$ cat config.mk
export PLATFORM = sky130hd
export DESIGN_NAME = gfx_irq_regs
export DESIGN_NICKNAME = d
export VERILOG_FILES = /design/src/rtl/gfx_irq_regs.sv
export SDC_FILE = /design/constraint.sdc
export NUM_CORES = 1
export LEC_CHECK = 0
export CORE_ASPECT_RATIO = 0.9
export CORE_MARGIN = 1.5
export CORE_UTILIZATION = 55
export CTS_BUF_LIST = sky130_fd_sc_hd__clkbuf_2 sky130_fd_sc_hd__clkbuf_4 sky130_fd_sc_hd__clkbuf_8
export DETAILED_ROUTE_END_ITERATION = 12
export PLACE_DENSITY_LB_ADDON = 0.15
export SLEW_MARGIN = 20
export SYNTH_ARGS = -nofsm -noshare
export SYNTH_HDL_FRONTEND = slang
export SYNTH_SLANG_ARGS = --single-unit
$ cat constraint.sdc
create_clock -name clk -period 3.25 [get_ports clk]
set_clock_uncertainty 0.1 [all_clocks]
set_input_delay 0.8125 -clock clk [delete_from_list [all_inputs] [get_ports clk]]
set_output_delay 0.8125 -clock clk [all_outputs]
set_load 0.05 [all_outputs]
$ cat src/rtl/gfx_irq_regs.sv
module gfx_irq_regs #(
  parameter int DW = 32,
  parameter int AW = 3
) (
  input  logic          clk,
  input  logic          rst_n,
  input  logic          bus_wr,
  input  logic [AW-1:0] bus_addr,
  input  logic [DW-1:0] bus_wdata,
  output logic [DW-1:0] bus_rdata,
  input  logic          ev_frame_done,
  input  logic          ev_flush_done,
  input  logic          ev_bin_oom,
  output logic          irq
);
  localparam int NSRC = 3;
  localparam int OOM  = 2;
  localparam logic [AW-1:0] A_STAT = AW'(0);
  localparam logic [AW-1:0] A_ESET = AW'(1);
  localparam logic [AW-1:0] A_ECLR = AW'(2);
  localparam logic [AW-1:0] A_PADR = AW'(3);
  localparam logic [AW-1:0] A_PSIZ = AW'(4);

  logic [NSRC-1:0] pend_q, pend_d, en_q, en_d, evt, ack, eset, eclr;
  logic [DW-1:0]   pool_a_q, pool_s_q;
  logic            cond_q, got_a_q, got_s_q, got_a_n, got_s_n, irq_q;
  logic            wr_pa, wr_ps;

  assign evt   = {ev_bin_oom, ev_flush_done, ev_frame_done};
  assign ack   = (bus_wr && bus_addr == A_STAT) ? bus_wdata[NSRC-1:0] : '0;
  assign eset  = (bus_wr && bus_addr == A_ESET) ? bus_wdata[NSRC-1:0] : '0;
  assign eclr  = (bus_wr && bus_addr == A_ECLR) ? bus_wdata[NSRC-1:0] : '0;
  assign wr_pa = bus_wr && bus_addr == A_PADR;
  assign wr_ps = bus_wr && bus_addr == A_PSIZ;

  assign pend_d[OOM-1:0] = (pend_q[OOM-1:0] & ~ack[OOM-1:0]) | evt[OOM-1:0];
  assign pend_d[OOM]     = evt[OOM] | (~ack[OOM] & (pend_q[OOM] | cond_q));
  assign en_d            = (en_q | eset) & ~eclr;
  assign got_a_n         = got_a_q | wr_pa;
  assign got_s_n         = got_s_q | wr_ps;

  always_ff @(posedge clk or negedge rst_n) begin
    if (!rst_n) begin
      pend_q <= '0;
      en_q   <= '0;
      irq_q  <= 1'b0;
    end else begin
      pend_q <= pend_d;
      en_q   <= en_d;
      irq_q  <= |(pend_d & en_d);
    end
  end

  always_ff @(posedge clk or negedge rst_n) begin
    if (!rst_n) begin
      cond_q  <= 1'b1;
      got_a_q <= 1'b0;
      got_s_q <= 1'b0;
    end else if (evt[OOM]) begin
      cond_q  <= 1'b1;
      got_a_q <= 1'b0;
      got_s_q <= 1'b0;
    end else if (cond_q && got_a_n && got_s_n) begin
      cond_q  <= 1'b0;
      got_a_q <= 1'b0;
      got_s_q <= 1'b0;
    end else begin
      got_a_q <= got_a_n;
      got_s_q <= got_s_n;
    end
  end

  always_ff @(posedge clk or negedge rst_n) begin
    if (!rst_n) begin
      pool_a_q <= '0;
      pool_s_q <= '0;
    end else begin
      if (wr_pa) pool_a_q <= bus_wdata;
      if (wr_ps) pool_s_q <= bus_wdata;
    end
  end

  always_comb begin
    case (bus_addr)
      A_STAT:         bus_rdata = DW'(pend_q);
      A_ESET, A_ECLR: bus_rdata = DW'(en_q);
      A_PADR:         bus_rdata = pool_a_q;
      A_PSIZ:         bus_rdata = pool_s_q;
      default:        bus_rdata = '0;
    endcase
  end

  assign irq = irq_q;


  ev_wins_chk: assert property (@(posedge clk) disable iff (!rst_n)
    ev_frame_done |=> pend_q[0]);

  ack_clears_chk: assert property (@(posedge clk) disable iff (!rst_n)
    (bus_wr && bus_addr == A_STAT && bus_wdata[1] && !ev_flush_done) |=> !pend_q[1]);

  en_set_chk: assert property (@(posedge clk) disable iff (!rst_n)
    (bus_wr && bus_addr == A_ESET) |=> ((en_q & $past(bus_wdata[NSRC-1:0])) == $past(bus_wdata[NSRC-1:0])));

  en_clr_chk: assert property (@(posedge clk) disable iff (!rst_n)
    (bus_wr && bus_addr == A_ECLR) |=> ((en_q & $past(bus_wdata[NSRC-1:0])) == '0));

  oom_back_chk: assert property (@(posedge clk) disable iff (!rst_n)
    (cond_q && !(bus_wr && bus_addr == A_STAT && bus_wdata[OOM])) |=> pend_q[OOM]);

  pool_rb_chk: assert property (@(posedge clk) disable iff (!rst_n)
    (bus_wr && bus_addr == A_PADR) |=> (pool_a_q == $past(bus_wdata)));

  irq_eq_chk: assert property (@(posedge clk) disable iff (!rst_n)
    irq == |(pend_q & en_q));
endmodule

==> flow_metrics.tcl, run 1 <==
set metrics [dict create \
    outcome "finished, final reports clean" \
    cts_buffers 9 \
    hold_buffers 0 \
    synth_edf_count 0 \
    die_h_um 76.5 \
    synth_area_leaders "dfrtp_1 (55%), mux2_2 (20%), a22o_1 (7.7%), mux2_1 (2.4%), buf_6 (2.0%)" \
    drive_gt1_frac 0.386 \
    irDropWorstVdd_mv 0.397 \
    r2r_end "irq" \
    tns_ps 0 \
    cp-end-kind "primary output" \
    cts_tree "yes" \
    antennaDiodeCount 0 \
    wirelength_um 6760 \
    die_area_um2 6470 \
    via_per_inst 5.66 \
    worstPathRequired_ps 2340 \
    grt_pass1_vias 2371 \
    gr-total-overflow 0 \
    drt_iter0_markers 74 \
    syn_nets 281 \
    antenna_left 0 \
    p_per_area_nw_per_um2 540 \
    relSlewSlack 0.394 \
    cts_root_buf "clkbuf_8" \
    clock_sinks 74 \
    dpl.hpwl_um 4660 \
    ys_types 30 \
    yosysSeqAreaShare 0.562 \
    crit_slowest_cell "clkdlybuf4s50_1" \
    firstDrtPassIters 4 \
    cp.arrival_ps 2220 \
    min_from "pool_a_q[25]" \
    grt_max_degree 75 \
    grt_setup_unrepaired "no" \
    syn-instance-count 240 \
    period_share 0.964 \
    clock_latency_ps 330 \
    initial_utilization 0.576 \
    critPathMaxFanout 13 \
    reg2reg_from "en_q[0]" \
    synthArstFlopShare 1.00 \
    worst_slew_pin_slew_ps 908 \
    htreeDepth 3 \
    synth_top_area_cell "dfrtp_1" \
    grt_antenna_before_repair 0 \
    drv_cap 0 \
    pin_count 74 \
    track_usage 0.227 \
    period_needed_ps 3130 \
    synth_ff_type "dfrtp_1" \
    cpPeakStageDelay_ps 490 \
    worst-r2r-setup-slack_ps 2070 \
    drc 0 \
    synth_most_common_cell "dfrtp_1" \
    reg2reg_depth 3 \
    wl_per_cell_um 17.2 \
    worstSetupPathType "input pin to primary output" \
    synth.top_cell.area_share 0.554 \
    leakagePower_nw 1.96 \
    vias 2229 \
    cp_top_family "buffers and inverters" \
    portBuffers 73 \
    min_path_cells 1 \
    cts.clk_slew.worst_paths_ps 70 \
    num_rows 26 \
    grt_pass1_wl_um 11500 \
    finalWeightedCongestion 0.810 \
    yosys_warnings 0 \
    hold_violations 0 \
    worst_hold_slack_ps 390 \
    clock.fmax_mhz 319 \
    syn2layout_area_growth_pct 40.8 \
    synth_common_cells "dfrtp_1 (73), mux2_2 (59), a22o_1 (29)" \
    finalMaxSlewViolations 0 \
    worst_setup_path_start_kind "input pin" \
    cts_setup_buffers 0 \
    coreArea_um2 5730 \
    min_to "pool_a_q[25]" \
    critical_path.cell_chain "clkdlybuf4s50_1, nor3b_4, buf_4, a22o_1, buf_12" \
    finalSetupViolCount 0 \
    postSynthAreaPerCell_um2 13.7 \
    hold_path.class "flip-flop to flip-flop" \
    crit_buf_inv 3 \
    ys_ff_latch 74 \
    syn-cell-area_um2 3300 \
    cts_buffer_depth 2 \
    nNetsFinal 361 \
    die_w_um 84.6 \
]
-- how the worst max path moves through the flow --
stage | start | end | cells past startpoint
floorplan | bus_addr[0] | bus_rdata[2] | 5
global placement | bus_addr[0] | bus_rdata[0] | 6
detailed placement | bus_addr[0] | bus_rdata[1] | 6
CTS | bus_addr[0] | bus_rdata[1] | 6
global route | bus_addr[2] | bus_rdata[18] | 5
finish | bus_addr[2] | bus_rdata[18] | 5
-- through the flow --
step | cells | utilization | worst slack [ps] | instance area [um2] | power [mW]
finish | 394 | 0.811 | 118 | 4640 | 2.51
detailed placement | 379 | 0.777 | 11.4 | 4450 | 1.84
floorplan | 240 | - | 26.8 | 3300 | 1.54
global placement | 379 | 0.777 | 40.2 | 4450 | 1.81
CTS | 394 | 0.811 | 10.4 | 4640 | 2.53
global route | 394 | 0.811 | 26.3 | 4640 | 2.63
-- cells by family (layout without fill, tap and decap cells) --
logic type	count (synthesis)	in the layout	synth area share
AO/OA/AOI/OAI	51	51	0.118
buffers and inverters	21	105	0.0402
flip-flops	74	74	0.562
multiplexers	69	69	0.235
AND/OR/NAND/NOR	25	25	0.0448
-- placed cells by master, fill, tap and decap left out, drive strengths merged, types with 2 or more instances in the layout --
master,Yosys,final
clkbuf,5,12
mux2,66,66
a21oi,8,8
nor2,5,5
or2,3,3
a31oi,2,2
o22ai,2,2
o21ai,5,5
and2,2,2
clkdlybuf4s50,0,39
a2bb2oi,2,2
buf,11,45
nand2,8,8
a22o,29,29
nor3b,2,2
clkinv,0,2
mux2i,3,3
and3b,2,2
inv,5,5
dfrtp,73,73
-- routing by layer --
layer	vias up	routed length, um	part of all wire	track usage
li1	1047	-	-	-
met1	1112	2850	0.42	0.283
met2	62	3500	0.52	0.375
met3	8	348	0.051	0.0758
met4	0	69	0.010	0.0742
met5	-	0	0	0
-- layout make-up --
class                      count  area, um2
inverter                       5       18.8
fill                         333       1080
clock inverter                 3       40.0
multi-input combinational    145       1310
timing repair buffer          85       1180
clock buffer                  12        153
sequential                    74       1850
tap                           70       87.6
-- power breakdown --
part / switching, mW / total (mW) / internal (mW)
registers: 0.0928 / 1.19 / 1.10
logic: 0.279 / 0.628 / 0.348
clock network: 0.301 / 0.687 / 0.386
total: 0.673 / 2.51 / 1.83
-- sequential cells by signal (all words and copies together), names as in the netlist --
signal	flops
cond_q	1
en_q	3
got_a_q	1
got_s_q	1
irq	1
pend_q	3
pool_a_q	32
pool_s_q	32
-- worst register-to-register path, delay by kind of cell (launching register included) --
family | cells | cell delay, ps
AO/OA/AOI/OAI | 3 | 530
flip-flops | 1 | 420
-- timing repair --
| item | in CTS | in global routing |
|---|---|---|
| endpoints found under the hold margin | 0 | 0 |
| setup endpoints to repair | 0 | 3 |
| resized for setup | 0 | 1 |
(Power assumes the default switching activity.)
==> run 2, diff against run 1 <==
--- a/config.mk
+++ b/config.mk
@@ -8,8 +8,9 @@
 export CORE_ASPECT_RATIO = 0.9
 export CORE_MARGIN = 1.5
 export CORE_UTILIZATION = 55
-export CTS_BUF_LIST = sky130_fd_sc_hd__clkbuf_2 sky130_fd_sc_hd__clkbuf_4 sky130_fd_sc_hd__clkbuf_8
+export CTS_BUF_LIST = sky130_fd_sc_hd__clkbuf_2
 export DETAILED_ROUTE_END_ITERATION = 12
+export HOLD_SLACK_MARGIN = 0.06
 export PLACE_DENSITY_LB_ADDON = 0.15
 export SLEW_MARGIN = 20
 export SYNTH_ARGS = -nofsm -noshare
==> run 2 against run 1 <==
  * First-iteration DRC count down 15%
  * Non-clock buffer count unchanged
  * Critical path depth unchanged
  * Combinational power is essentially flat
  * Power fell by 9.2%
  * Critical endpoint unchanged
  * Highest routed layer unchanged
  * Die area is the same
  * Maximum frequency is 0.21% higher
  * Via count grew 0.54%
==> flow_metrics.tcl, run 2 (synthesis gave the netlist of run 1 again) <==
set metrics [dict create \
    final_cell_mix "dfrtp_1 (73), mux2_2 (59), clkdlybuf4s50_1 (39)" \
    dpl.hpwl_um 4660 \
    num_rows 26 \
    reg2reg_depth 3 \
    p_total_mw 2.28 \
    firstDrtPassIters 4 \
    cts_root_buf "clkbuf_2" \
    cp_top_family "buffers and inverters" \
    drc 0 \
    p_sw_frac 0.288 \
    leakagePower_nw 1.92 \
    nNetsFinal 361 \
    htreeDepth 3 \
    pin_count 74 \
    cts_buffer_depth 2 \
    pre_cts_ws_ps 11.4 \
    relSlewSlack 0.397 \
    startpoint "bus_addr[2]" \
    path_depth 5 \
    grt_antenna_before_repair 0 \
    critPathMaxFanout 13 \
    r2r_end "irq" \
    mostFrequentLayoutCell "dfrtp_1" \
    finalWeightedCongestion 0.810 \
    p_seq_frac 0.522 \
    wirelength_um 6720 \
    tns_ps 0 \
    cts_tree "yes" \
    grt_pass1_wl_um 11400 \
    worst_slew_pin_slew_ps 905 \
    vias 2241 \
    hold_path.class "input pin to asynchronous set/reset pin" \
    grt_pass1_vias 2375 \
    antennaDiodeCount 0 \
    clock.fmax_mhz 320 \
    coreArea_um2 5730 \
    grt_max_degree 75 \
    period_needed_ps 3130 \
    wl_per_cell_um 17.0 \
    drive_gt1_frac 0.383 \
    gr-usage-met1 0.283 \
    crit_slowest_cell "clkdlybuf4s50_1" \
    design_area_um2 4550 \
    grt_setup_unrepaired "no" \
    period_share 0.962 \
    cts_buffers 9 \
    power.net_switching_uw 657 \
    reg_top3 "pool_a_q: 32 flops, pool_s_q: 32 flops" \
    antenna_left 0 \
    worst_hold_slack_ps 298 \
    pwr-share-clk 0.203 \
    outcome "finished, final reports clean" \
    hold_violations 0 \
    placed_cell_area_um2 4450 \
    track_usage 0.225 \
    critical_path.cell_chain "clkdlybuf4s50_1, nor3b_4, buf_4, a22o_1, buf_12" \
    portBuffers 73 \
    die_h_um 76.5 \
    cp-end-kind "primary output" \
    use_met2 0.371 \
    grtUsageMet3 0.0748 \
    p_per_area_nw_per_um2 501 \
    cts.clk_slew.worst_paths_ps 190 \
    clock_sinks 74 \
    n_fill_cell 345 \
    reg2reg_from "en_q[0]" \
    die_w_um 84.6 \
    initial_utilization 0.576 \
    power_frac_comb 0.275 \
    intPower_mw 1.62 \
    finalSetupViolCount 0 \
    clock_latency_ps 470 \
    setup_slack_ps 125 \
    grt_busiest_layer "met2" \
    drv_cap 0 \
    finalMaxSlewViolations 0 \
    worst_setup_path_start_kind "input pin" \
    cpPeakStageDelay_ps 490 \
    die_area_um2 6470 \
    worst-r2r-setup-slack_ps 2070 \
    dp.cells 379 \
    crit_path_end "bus_rdata[18]" \
    via_per_inst 5.69 \
    cp.arrival_ps 2210 \
    drt_iter0_markers 63 \
    worstPathRequired_ps 2340 \
    crit_buf_inv 3 \
    final_core_util 0.795 \
    irDropWorstVdd_mv 0.347 \
    syn2layout_area_growth_pct 38.0 \
    gr-total-overflow 0 \
    worstSetupPathType "input pin to primary output" \
    final_cells 394 \
]
[run 2: worst min path at each step]
stage	startpoint	end
after floorplan	pend_q[1]	pend_q[1]
after global placement	pool_a_q[23]	pool_a_q[23]
after detailed placement	pool_a_q[26]	pool_a_q[26]
after CTS	rst_n	pend_q[1]
after global routing	rst_n	pend_q[1]
final	rst_n	pend_q[1]
[run 2: power by group through the flow]
stage | Clock (mW) | Combinational [mW] | Sequential, mW
2_1_floorplan | 0 | 0.357 | 1.18
3_3_place_gp | 0 | 0.616 | 1.19
3_5_place_dp | 0 | 0.633 | 1.21
4_1_cts | 0.477 | 0.635 | 1.19
5_1_grt | 0.521 | 0.665 | 1.21
6_report | 0.462 | 0.626 | 1.19
[run 2: layout make-up]
type | instances | area (um2) | share of cell area
Tap cell | 70 | 87.6 | 0.0193
Sequential cell | 74 | 1850 | 0.407
Clock inverter | 4 | 43.8 | 0.00963
Clock buffer | 11 | 55.1 | 0.0121
Inverter | 5 | 18.8 | 0.00413
Timing Repair Buffer | 85 | 1180 | 0.259
Multi-Input combinational cell | 145 | 1310 | 0.289
[run 2: worst reg2reg max path: cells and delay by family (launching register included)]
family         cells  cell delay, ps
AO/OA/AOI/OAI      3             520
flip-flops         1             460
[run 2: timing repair]
action	CTS	global route
buffers inserted	0	0
gates resized for setup	0	1
endpoints found under the setup margin	0	3
hold buffers	0	0
[run 2: layer usage]
layer | wire length, um | vias up | share of wire
met5 | 0 | - | 0
met4 | 99 | 0 | 0.015
met3 | 375 | 13 | 0.056
met2 | 3380 | 57 | 0.50
met1 | 2860 | 1122 | 0.43
li1 | - | 1049 | -
